<file path="src/rtl/hfr_pkg.sv">
package hfr_pkg;

   // Role of an accepted pixel, decided in the cycle it arrives.
   typedef enum logic [1:0] {
      PH_IDLE   = 2'd0,   // no frame started yet
      PH_FILL   = 2'd1,   // start-up frame, history write only
      PH_SEED   = 2'd2,   // last start-up frame, history + background write
      PH_DETECT = 2'd3    // read all banks, replace oldest, write back model
   } pix_phase_e;

   // Modulo increment used for the oldest-bank pointer.
   function automatic int unsigned wrap_inc(input int unsigned v, input int unsigned n);
      return (v + 1 >= n) ? 0 : v + 1;
   endfunction

endpackage

</file>
<file path="src/rtl/hfr_sdp_bank.sv">
module hfr_sdp_bank #(
   parameter int unsigned WIDTH   = 8,
   parameter int unsigned DEPTH   = 64,
   parameter bit          RD_HOLD = 1'b1,
   localparam int unsigned AW     = (DEPTH > 1) ? $clog2(DEPTH) : 1
) (
   input  logic             clk,
   input  logic             we,
   input  logic [AW-1:0]    wa,
   input  logic [WIDTH-1:0] wd,
   input  logic             re,
   input  logic [AW-1:0]    ra,
   output logic [WIDTH-1:0] rd
);

   logic [WIDTH-1:0] mem [DEPTH];

   always_ff @(posedge clk) begin
      if (we) mem[wa] <= wd;
   end

   generate
      if (RD_HOLD) begin : g_hold
         // read register keeps its value between reads
         always_ff @(posedge clk) begin
            if (re) rd <= mem[ra];
         end
      end else begin : g_free
         // read register follows the address every cycle
         always_ff @(posedge clk) begin
            rd <= mem[ra];
         end
      end
   endgenerate

endmodule

</file>
<file path="src/rtl/hfr_addr_ctl.sv">
module hfr_addr_ctl #(
   parameter int unsigned FRAME_PIX = 64,
   localparam int unsigned CNT_W    = $clog2(FRAME_PIX + 1),
   localparam int unsigned MEM_AW   = $clog2(FRAME_PIX)
) (
   input  logic              clk,
   input  logic              rst_n,
   input  logic              pix_valid,
   input  logic              pix_sof,
   output logic              accept,
   output logic [MEM_AW-1:0] addr_s0
);

   localparam logic [CNT_W-1:0] LIMIT = CNT_W'(FRAME_PIX);

   logic [CNT_W-1:0] cnt_q;
   logic [CNT_W-1:0] base;
   logic [CNT_W-1:0] cnt_nx;

   always_comb begin
      base   = (pix_valid && pix_sof) ? '0 : cnt_q;
      accept = pix_valid && (base < LIMIT);
      cnt_nx = accept ? base + 1'b1 : cnt_q;
      addr_s0 = base[MEM_AW-1:0];
   end

   // Starts saturated: nothing is accepted before the first start-of-frame.
   always_ff @(posedge clk or negedge rst_n) begin
      if (!rst_n) cnt_q <= LIMIT;
      else        cnt_q <= cnt_nx;
   end

endmodule

</file>
<file path="src/rtl/hfr_seq.sv">
module hfr_seq
   import hfr_pkg::*;
#(
   parameter int unsigned N_HIST = 4,
   localparam int unsigned BANK_W = $clog2(N_HIST),
   localparam int unsigned FILL_W = $clog2(N_HIST + 1)
) (
   input  logic              clk,
   input  logic              rst_n,
   input  logic              pix_valid,
   input  logic              pix_sof,
   output pix_phase_e        phase_s0,
   output logic [BANK_W-1:0] bank_s0,
   output logic [BANK_W-1:0] oldest_ptr,
   output logic              init_done
);

   localparam logic [FILL_W-1:0] FULL = FILL_W'(N_HIST);
   localparam logic [FILL_W-1:0] LAST = FILL_W'(N_HIST - 1);

   logic [FILL_W-1:0] fill_q;
   logic [BANK_W-1:0] ptr_q;
   logic              done_q;
   logic              sof_evt;
   logic [BANK_W-1:0] ptr_rot;

   assign sof_evt = pix_valid && pix_sof;
   assign ptr_rot = BANK_W'(wrap_inc(int'(ptr_q), N_HIST));

   always_comb begin
      bank_s0  = ptr_q;
      phase_s0 = PH_IDLE;
      if (sof_evt) begin
         if (done_q) begin
            bank_s0  = ptr_rot;
            phase_s0 = PH_DETECT;
         end else if (fill_q == FULL) begin
            bank_s0  = '0;
            phase_s0 = PH_DETECT;
         end else begin
            bank_s0  = fill_q[BANK_W-1:0];
            phase_s0 = (fill_q == LAST) ? PH_SEED : PH_FILL;
         end
      end else if (done_q) begin
         phase_s0 = PH_DETECT;
      end else if (fill_q == FULL) begin
         phase_s0 = PH_SEED;
      end else if (fill_q != '0) begin
         phase_s0 = PH_FILL;
      end
   end

   always_ff @(posedge clk or negedge rst_n) begin
      if (!rst_n) begin
         fill_q <= '0;
         ptr_q  <= '0;
         done_q <= 1'b0;
      end else if (sof_evt) begin
         ptr_q <= bank_s0;
         if (!done_q) begin
            if (fill_q == FULL) done_q <= 1'b1;
            else                fill_q <= fill_q + 1'b1;
         end
      end
   end

   assign oldest_ptr = ptr_q;
   assign init_done  = done_q;

endmodule

</file>
<file path="src/rtl/hist_frame_rotator.sv">
module hist_frame_rotator
   import hfr_pkg::*;
#(
   parameter int unsigned PIX_W     = 8,
   parameter int unsigned FRAME_PIX = 64,
   parameter int unsigned N_HIST    = 4,
   parameter bit          RD_HOLD   = 1'b1
) (
   input  logic                      clk,
   input  logic                      rst_n,
   input  logic                      pix_valid,
   input  logic                      pix_sof,
   input  logic [PIX_W-1:0]          pix_data,
   input  logic [PIX_W-1:0]          bg_upd_data,
   input  logic                      fg_in,
   output logic [N_HIST*PIX_W-1:0]   hist_rd_data,
   output logic [PIX_W-1:0]          bg_rd_data,
   output logic                      rd_valid,
   output logic                      upd_take,
   output logic                      init_done,
   output logic                      fg_out
);

   localparam int unsigned MEM_AW = $clog2(FRAME_PIX);
   localparam int unsigned BANK_W = $clog2(N_HIST);

   generate
      if (N_HIST < 2)    begin : g_bad_hist  $error("N_HIST must be at least 2");    end
      if (FRAME_PIX < 4) begin : g_bad_frame $error("FRAME_PIX must be at least 4"); end
      if (PIX_W < 1)     begin : g_bad_width $error("PIX_W must be at least 1");     end
   endgenerate

   // ---------------- stage 0: acceptance and role ----------------
   logic              accept;
   logic [MEM_AW-1:0] addr_s0;
   pix_phase_e        phase_s0;
   logic [BANK_W-1:0] bank_s0;
   logic [BANK_W-1:0] oldest_ptr;
   logic              rd_en;

   hfr_addr_ctl #(.FRAME_PIX(FRAME_PIX)) u_addr (
      .clk       (clk),
      .rst_n     (rst_n),
      .pix_valid (pix_valid),
      .pix_sof   (pix_sof),
      .accept    (accept),
      .addr_s0   (addr_s0)
   );

   hfr_seq #(.N_HIST(N_HIST)) u_seq (
      .clk        (clk),
      .rst_n      (rst_n),
      .pix_valid  (pix_valid),
      .pix_sof    (pix_sof),
      .phase_s0   (phase_s0),
      .bank_s0    (bank_s0),
      .oldest_ptr (oldest_ptr),
      .init_done  (init_done)
   );

   assign rd_en = accept && (phase_s0 == PH_DETECT);

   // ---------------- stage 1: data out, history write ----------------
   logic              s1_v;
   logic              s1_det;
   logic              s1_seed;
   logic [MEM_AW-1:0] s1_addr;
   logic [BANK_W-1:0] s1_bank;
   logic [PIX_W-1:0]  s1_pix;

   always_ff @(posedge clk or negedge rst_n) begin
      if (!rst_n) begin
         s1_v    <= 1'b0;
         s1_det  <= 1'b0;
         s1_seed <= 1'b0;
         s1_addr <= '0;
         s1_bank <= '0;
         s1_pix  <= '0;
      end else begin
         s1_v    <= accept;
         s1_det  <= rd_en;
         s1_seed <= accept && (phase_s0 == PH_SEED);
         if (accept) begin
            s1_addr <= addr_s0;
            s1_bank <= bank_s0;
            s1_pix  <= pix_data;
         end
      end
   end

   // ---------------- stage 2: background write-back ----------------
   logic              s2_v;
   logic [MEM_AW-1:0] s2_addr;

   always_ff @(posedge clk or negedge rst_n) begin
      if (!rst_n) begin
         s2_v    <= 1'b0;
         s2_addr <= '0;
      end else begin
         s2_v <= s1_det;
         if (s1_det) s2_addr <= s1_addr;
      end
   end

   // ---------------- memories ----------------
   logic [N_HIST-1:0] hist_we;
   logic [PIX_W-1:0]  hist_rd [N_HIST];
   logic              seed_we;
   logic              bg_we;
   logic [MEM_AW-1:0] bg_wa;
   logic [PIX_W-1:0]  bg_wd;

   generate
      for (genvar b = 0; b < N_HIST; b++) begin : g_hist
         assign hist_we[b] = s1_v && (s1_bank == BANK_W'(b));

         hfr_sdp_bank #(.WIDTH(PIX_W), .DEPTH(FRAME_PIX), .RD_HOLD(RD_HOLD)) u_bank (
            .clk (clk),
            .we  (hist_we[b]),
            .wa  (s1_addr),
            .wd  (s1_pix),
            .re  (rd_en),
            .ra  (addr_s0),
            .rd  (hist_rd[b])
         );

         assign hist_rd_data[b*PIX_W +: PIX_W] = hist_rd[b];
      end
   endgenerate

   // Seeding and write-back never overlap in time; write-back wins the mux.
   assign seed_we = s1_v && s1_seed;
   assign bg_we   = seed_we || s2_v;
   assign bg_wa   = s2_v ? s2_addr : s1_addr;
   assign bg_wd   = s2_v ? bg_upd_data : s1_pix;

   hfr_sdp_bank #(.WIDTH(PIX_W), .DEPTH(FRAME_PIX), .RD_HOLD(RD_HOLD)) u_bg (
      .clk (clk),
      .we  (bg_we),
      .wa  (bg_wa),
      .wd  (bg_wd),
      .re  (rd_en),
      .ra  (addr_s0),
      .rd  (bg_rd_data)
   );

   // ---------------- outputs ----------------
   assign rd_valid = s1_det;
   assign upd_take = s2_v;
   assign fg_out   = fg_in && init_done;

endmodule

</file>
<file path="config.mk">
export PLATFORM = sky130hd
export DESIGN_NAME = hist_frame_rotator
export DESIGN_NICKNAME = d
export VERILOG_FILES = /design/src/rtl/hfr_pkg.sv /design/src/rtl/hfr_sdp_bank.sv /design/src/rtl/hfr_addr_ctl.sv /design/src/rtl/hfr_seq.sv /design/src/rtl/hist_frame_rotator.sv
export SDC_FILE = /design/constraint.sdc
export NUM_CORES = 2
export LEC_CHECK = 0
export ABC_AREA = 0
export BUFFER_PORTS_ARGS = -buffer_cell sky130_fd_sc_hd__buf_2
export CORE_ASPECT_RATIO = 1.2
export CORE_UTILIZATION = 30
export CTS_CLUSTER_DIAMETER = 150
export DETAILED_ROUTE_END_ITERATION = 10
export GPL_TIMING_DRIVEN = 0
export PLACE_DENSITY_LB_ADDON = 0.25
export SYNTH_ARGS = -nofsm -noshare
export SYNTH_HDL_FRONTEND = slang
export SYNTH_SLANG_ARGS = --single-unit
</file>
<file path="constraint.sdc">
create_clock -name clk -period 4.8 [get_ports clk]
set_input_delay 0.96 -clock clk [delete_from_list [all_inputs] [get_ports clk]]
set_output_delay 0.96 -clock clk [all_outputs]
set_load 0.01 [all_outputs]
</file>
# Word level (Yosys, flattened, before mapping)
# Memory sizes are Yosys's and may differ from the RTL's. A register that Yosys moved wholly into a read port is not among the register bits.
# Index checks and enable logic that the tools add are counted.
[totals]
word_cells = 71
n_memories = 5
reg_bits = 39
latchBits = 0
input_bits = 21
mem_bits_rw = 2560
mem_bits_ro = 0
[classes]
addsub = 3
n_bitwise = 2
shift = 0
n_mul = 0
n_reduce_logical = 14
n_eq_ne = 7
n_div = 0
n_lt_le_gt_ge = 2
n_mux = 26
[mem_list]
columns = ["memory", "depth", "width", "read_ports", "rd_clocked_by_memory_dff", "wr", "line_no", "source"]
rows = [
  ["g_hist[0].u_bank.mem", 64, 8, 1, 1, 1, "hfr_sdp_bank.sv:16", "logic [WIDTH-1:0] mem [DEPTH];"],
  ["g_hist[1].u_bank.mem", 64, 8, 1, 1, 1, "hfr_sdp_bank.sv:16", ""],
  ["g_hist[2].u_bank.mem", 64, 8, 1, 1, 1, "hfr_sdp_bank.sv:16", ""],
  ["g_hist[3].u_bank.mem", 64, 8, 1, 1, 1, "hfr_sdp_bank.sv:16", ""],
  ["u_bg.mem", 64, 8, 1, 1, 1, "hfr_sdp_bank.sv:16", ""],
]
[ops]
columns = ["cell", "n"]
rows = [
  ["two-way mux 2 bit", 10],
  ["two-way mux 1 bit", 13],
  ["logical AND 1 bit", 10],
  ["equality test 2 bit, second input constant", 4],
  ["two-way mux 8 bit", 1],
  ["adder 7 x 1 -> 7 bit, second input constant", 1],
  ["< comparator 7 bit, second input constant", 1],
  ["two-way mux 7 bit", 1],
  ["two-way mux 6 bit", 1],
  ["adder 2 x 1 -> 3 bit, second input constant", 1],
  ["adder 3 x 1 -> 3 bit, second input constant", 1],
  ["equality test 3 x 2 -> 1 bit, second input constant", 1],
  ["equality test 3 bit, second input constant", 1],
  [">= comparator 3 bit, second input constant", 1],
  ["AND reduction 3 bit", 1],
  ["nonzero test 3 bit", 1],
  ["equality test 2 x 1 -> 1 bit, second input constant", 1],
  ["logical NOT 2 bit", 1],
  ["inverter 1 bit", 2],
  ["logical OR 1 bit", 1],
]

# Logic depth before layout (Yosys ltp)
[depth]
depth_word = 7
ltp_mapped = 13
mapped_depth_nobuf = 7

# Hierarchy
# Synthesis repeated with hierarchy kept, for this count alone.
[hier_totals]
cells_unflattened = 4852
area_unflattened_um2 = 103259.0
[by_module_without_submodules]
columns = ["mod", "seq_area_each_um2", "instances", "area_per_inst_um2", "cells_per_inst"]
rows = [
  ["hfr_sdp_bank", 15615.0, 5, 20246.9, 940],
  ["hist_frame_rotator", 650.6, 1, 1244.9, 75],
  ["hfr_addr_ctl", 176.4, 1, 430.4, 41],
  ["hfr_seq", 150.1, 1, 349.1, 36],
]

# Worst setup path after synthesis
# Ideal clock, no wire load.
[synth_path]
path_kind = "reg-to-reg"
from = "register s1_pix[0]"
to = "memory u_bg.mem[0][0], data pin"
arrival_time_ps = 4235
stages_incl_launch_ff = 2
required_time_ps = 4510
setup_time_ps = 290
synth_period_minus_slack_ps = 4525
path_slack_ps = 275
path_buffers = 0
cell_sequence = "dfrtp_1 -> mux2_2"
[synth_between]
elab_chain_cells = 1
[synth_lines]
columns = ["item", "line_no", "source"]
rows = [
  ["from (decl)", "hist_frame_rotator.sv:69", "logic [PIX_W-1:0] s1_pix;"],
  ["from (signal assigned)", "hist_frame_rotator.sv:86", "s1_pix <= pix_data;"],
  ["two-way mux 8 bit", "hist_frame_rotator.sv:135", "assign bg_wd = s2_v ? bg_upd_data : s1_pix;"],
  ["via bg_wd[0]", "hist_frame_rotator.sv:111", "logic [PIX_W-1:0] bg_wd;"],
  ["to (decl)", "hfr_sdp_bank.sv:16", ""],
]
# The timed path passes the listed nets, and every way through them passes these cells.

# Worst setup path in the final report
[layout_path]
from = "input pix_valid"
to = "register g_hist[3].u_bank.rd[4] (read register of g_hist[3].u_bank.mem), data pin"
[layout_between]
elab_chain_cells = 5
word_cells_on_any_way = 7
[layout_lines]
columns = ["item", "line_no", "source"]
rows = [
  ["from (decl)", "hist_frame_rotator.sv:11", "input logic pix_valid,"],
  ["logical AND 1 bit", "hfr_addr_ctl.sv:21, hfr_seq.sv:27", ""],
  ["two-way mux 7 bit", "hfr_addr_ctl.sv:21", "base = (pix_valid && pix_sof) ? '0 : cnt_q;"],
  ["< comparator 7 bit", "hfr_addr_ctl.sv:22", "accept = pix_valid && (base < LIMIT);"],
  ["logical AND 1 bit", "hfr_addr_ctl.sv:22", ""],
  ["logical AND 1 bit", "hist_frame_rotator.sv:61", "assign rd_en = accept && (phase_s0 == PH_DETECT);"],
  ["to (decl)", "hfr_sdp_bank.sv:13", "output logic [WIDTH-1:0] rd"],
]
# Parallel ways exist; a longest one is shown, timed or not.
# A chain may end at the register's enable or synchronous reset.

==> out/qor_table.md <==
| Stage | Result | This run |
| --- | --- | --- |
| power | Clock network fraction of total power | 36.3% |
| cells and area | Share of layout cells above drive strength 1 | 15.4% |
| die | Count of pins on the block boundary | 65 |
| timing | Unrepaired setup endpoints after global routing | false |
| cells and area | Final cell count without fillers | 11279 |
| timing | Worst Max-Slew Pin Slew | 1590 ps |
| cells and area | Number of nets in the layout | 6607 |
| cells and area | Layout Utilization | 34.7% |
| global routing | Antenna violations before repair | 19 |
| worst setup path | Required arrival time at the worst endpoint | 5330 ps |
| synth | Most used flip-flop cell after synthesis | sky130_fd_sc_hd__edfxtp_1 |
| cells and area | Area delta synth->final | 15.0% |
| timing | Ratio of final minimum period to clock period | 103% |
| placement | Worst setup timing slack at the placement stage | -1260 ps |
| die | Die outline width | 538 µm |
| clocking | CTS max path bufs | 4 |
| route | Final routed wirelength across all metal layers | 365 mm |
| route | Post-detailed-route DRC marker count | 0 |
| route | Via count | 61113 |
| global routing | Via count of the first global-routing pass | 60675 |
| synth | Synth cell types | 68 |
| die | Standard-cell rows | 235 |
| placement | Total placed instance area | 110000 µm² |
| die | Die outline height | 645 µm |
| die | Die Outline Area | 347000 µm² |
| power | Sw Pwr | 16.1 mW |
| synth | Post-synth top area share | 75.6% |
| worst setup path | Slowest stage cell, crit path | sky130_fd_sc_hd__clkbuf_1 |
| placement | Routability congestion estimate from global placement | 0.936 |
| power | Total power after layout | 55.9 mW |
| power | Peak supply drop | 0.000335 V |
| power | Proportion of power drawn by flip-flops and latches | 47.4% |
| worst setup path | Ordered list of cells on the worst path | buf_4, nand2_2, nand2_1, nand2_1, clkbuf_1, clkbuf_1, a211oi_1, nor4_2, nor3_1 |
| timing | Maximum operating frequency | 0.202 GHz |
| clocking | Total CTS buffers | 275 |
| power | Power Internal | 39.9 mW |
| synth | Share of flip-flops with an asynchronous set or reset | 1.48% |
| synth | Warnings, synthesis | 0 |
| placement | Number of instances in the placed design | 10807 |
| run status | Outcome | finished, violations left |
| power | Fraction of power spent switching nets | 28.7% |
| cells and area | Commonest non-fill, non-tap cells in the layout | sky130_fd_sc_hd__edfxtp_1, sky130_fd_sc_hd__nor2_1, sky130_fd_sc_hd__mux2i_1 |
| timing | Setup slack after layout | -162 ps |
| hold path | Worst hold-check path type | in -> async |
| clocking | Latest clock arrival within the worst-skew pair | 890 ps |
| global routing | GRT overflow | 0 |
| placement | Port Buffers | 62 |
| cells and area | Layout Cell Area excl Fill | 119000 µm² |
| worst setup path | CP endpoint kind | flop |
| route | Final routed wire length divided by cell count | 32.4 µm |
| die | Core outline area | 342000 µm² |
| clocking | # H-tree levels | 5 |
| synth | Flops & latches, synth | 2639 |
| synth | Leading cell types by total area after synthesis | sky130_fd_sc_hd__edfxtp_1, sky130_fd_sc_hd__mux2i_1, sky130_fd_sc_hd__mux2_2 |
| run status | Violations in the final reports | max-capacitance violations, max-slew violations, negative setup slack |
| worst setup path | Kind of critical path | in -> reg |
| timing | Max Transition Viols Final | 40 |
| clocking | Clock Sink Count | 2639 |
| power | Combinational Power Share | 16.3% |
| synth | Synthesized area divided by synthesized cell count | 16.7 µm² |
| clocking | Buffers inserted by post-CTS timing repair | 0 |
| timing | Final setup vio count | 6 |
| clocking | Clock tree from TritonCTS | yes |
| clocking | Root Buffer Master | sky130_fd_sc_hd__clkbuf_16 |
| clocking | Clock input transition at the sequential cells of the worst setup and hold paths | 60 ps |
| global routing | Overall routing resource usage | 20.5% |
| timing | Count of final hold-check violations | 0 |
| worst setup path | Critical path startpoint category | primary input |
| timing | Slew HR | -7.89% |
| synth | Combined area of all synthesized cells | 103000 µm² |
| timing | Minimum clock period after layout | 4960 ps |
| power | LEAKAGE | 37.9 nW |
| route | Vias per cell | 5.42 |
| synth | Mapped Nets | 6215 |
| synth | Register area share after synthesis | 76.5% |
| synth | Instance count of the mapped netlist | 6189 |
| global routing | First-pass GRT wire length | 493 mm |
| timing | Final Skew | 61.8 ps |
| global routing | Maximum number of pins on one net before global-route repair | 85 |
| worst setup path | Arrival time at the worst endpoint | 5490 ps |
| worst setup path | Maximum cell stage delay along the critical path | 910 ps |
| cells and area | Most common library cell in the layout ignoring fill and taps | sky130_fd_sc_hd__edfxtp_1 |
| route | Router iterations before antenna repair | 8 |
| route | Initial detailed-routing violation count | 7147 |
| synth | Area leader, netlist | sky130_fd_sc_hd__edfxtp_1 |
| power | Power per cell area | 471 nW/µm² |
| job | Total of max-cap violations | 5 |
| route | Antenna Nets Post-Route | 0 |
| synth | Post-synth EDFFs | 2600 |
| worst setup path | Critical path peak fanout | 10 |
| placement | Total half-perimeter wirelength after legalization and detailed placement | 258 mm |
| die | Starting density of the core | 30.2% |
-- per-stage QoR --
stage	hold slack [ps]	TNS (ps)
2_1_floorplan	433	0
3_3_place_gp	503	-
3_5_place_dp	499	-25280
4_1_cts	271	0
5_1_grt	298	0
6_report	323	-425
-- cells in the mapped netlist, types with 14 or more instances --
cell                        instances
sky130_fd_sc_hd__inv_1             21
sky130_fd_sc_hd__dfrtp_1           38
sky130_fd_sc_hd__nor2b_1           14
sky130_fd_sc_hd__a211oi_1          84
sky130_fd_sc_hd__mux2_2           249
sky130_fd_sc_hd__o221ai_1          67
sky130_fd_sc_hd__nor4_1            27
sky130_fd_sc_hd__nand2_1          277
sky130_fd_sc_hd__a221oi_1         222
sky130_fd_sc_hd__a2111oi_2         26
sky130_fd_sc_hd__a222oi_1          58
sky130_fd_sc_hd__nor2_1           453
sky130_fd_sc_hd__nor3_1           153
sky130_fd_sc_hd__a221o_1          102
sky130_fd_sc_hd__clkbuf_1         216
sky130_fd_sc_hd__o2bb2ai_1         88
sky130_fd_sc_hd__edfxtp_1        2600
sky130_fd_sc_hd__a21oi_1          323
sky130_fd_sc_hd__o22ai_1           70
sky130_fd_sc_hd__a31oi_1           16
sky130_fd_sc_hd__mux2i_1          440
sky130_fd_sc_hd__a32oi_1           28
sky130_fd_sc_hd__o2bb2ai_2         17
sky130_fd_sc_hd__buf_6             16
sky130_fd_sc_hd__o21ai_1           15
sky130_fd_sc_hd__buf_2            132
sky130_fd_sc_hd__a22oi_1           59
sky130_fd_sc_hd__o21ai_0          159
sky130_fd_sc_hd__buf_4             50
sky130_fd_sc_hd__buf_1             32
-- sequential cells by signal, summed over array words and instances, names as in the netlist, 3 cells and up --
| register | cells |
|---|---|
| u_addr.cnt_q | 7 |
| u_bg.mem | 512 |
| s1_pix | 8 |
| g_hist.u_bank.rd | 32 |
| s1_addr | 6 |
| s2_addr | 6 |
| g_hist.u_bank.mem | 2048 |
| u_bg.rd | 8 |
| u_seq.fill_q | 3 |
-- critical path: cells and delay by family --
| kind | cells | cell delay, ps |
|---|---|---|
| AND/OR/NAND/NOR | 5 | 2510 |
| AO/OA/AOI/OAI | 1 | 310 |
| buffers and inverters | 3 | 1680 |
-- cells by family (layout without fill, tap and decap cells) --
kind of cell             Yosys count  in the layout  share of synthesized area (%)
XOR/XNOR                           1              1                        0.00848
adder cells (fa/ha/maj)            5              5                         0.0606
multiplexers                     689            689                           6.98
AO/OA/AOI/OAI                   1415           1415                           10.3
other                              0             11                              0
AND/OR/NAND/NOR                  970            970                           3.94
flip-flops                      2639           2639                           76.5
buffers and inverters            470           1046                           2.17
-- routing by layer --
layer | up-vias | GRT usage, % | wire length, µm
met5 | - | 0 | 25
met1 | 31833 | 24.2 | 137000
met2 | 2754 | 34.7 | 178000
li1 | 25796 | - | -
met3 | 726 | 3.41 | 23800
met4 | 4 | 12.8 | 25700
-- power groups by stage --
stage               clock network, mW  logic (mW)  registers, mW
finish                           20.3        9.12           26.5
global route                     21.2        9.33           26.5
CTS                              20.5        9.00           26.5
detailed placement                  0        8.96           27.0
global placement                    0        8.28           27.7
floorplan                           0        4.28           27.2
-- path summary, 6_finish.rpt --
path	slack, ps	from	endpoint	depth (start not counted)
setup / recovery	-160	pix_valid	g_hist[3].u_bank.rd[4]	9
hold / removal	320	rst_n	u_addr.cnt_q[2]	1
setup reg to reg	-130	u_addr.cnt_q[2]	u_bg.rd[1]	8
hold reg to reg	510	u_addr.cnt_q[6]	u_addr.cnt_q[6]	2
max in group asynchronous	3650	rst_n	s1_pix[7]	1
min in group clk	320	pix_data[6]	s1_pix[6]	3
-- cell type report --
class / count / area (µm²)
diodes: 11 / 27.5
plain buffers: 446 / 2170
clock buffers: 352 / 7440
clock inverters: 109 / 771
fillers: 32550 / 223000
inverters: 23 / 86.3
multi-input cells: 3080 / 22400
flip-flops and latches: 2639 / 79100
well taps: 4503 / 5630
repair buffers: 116 / 1240
-- timing repair --
action                                  in CTS  in global routing
hold buffers                                 0                  0
endpoints found under the setup margin      22                  3
resized for setup                           20                  3
Power figures use the tool's default switching activity.
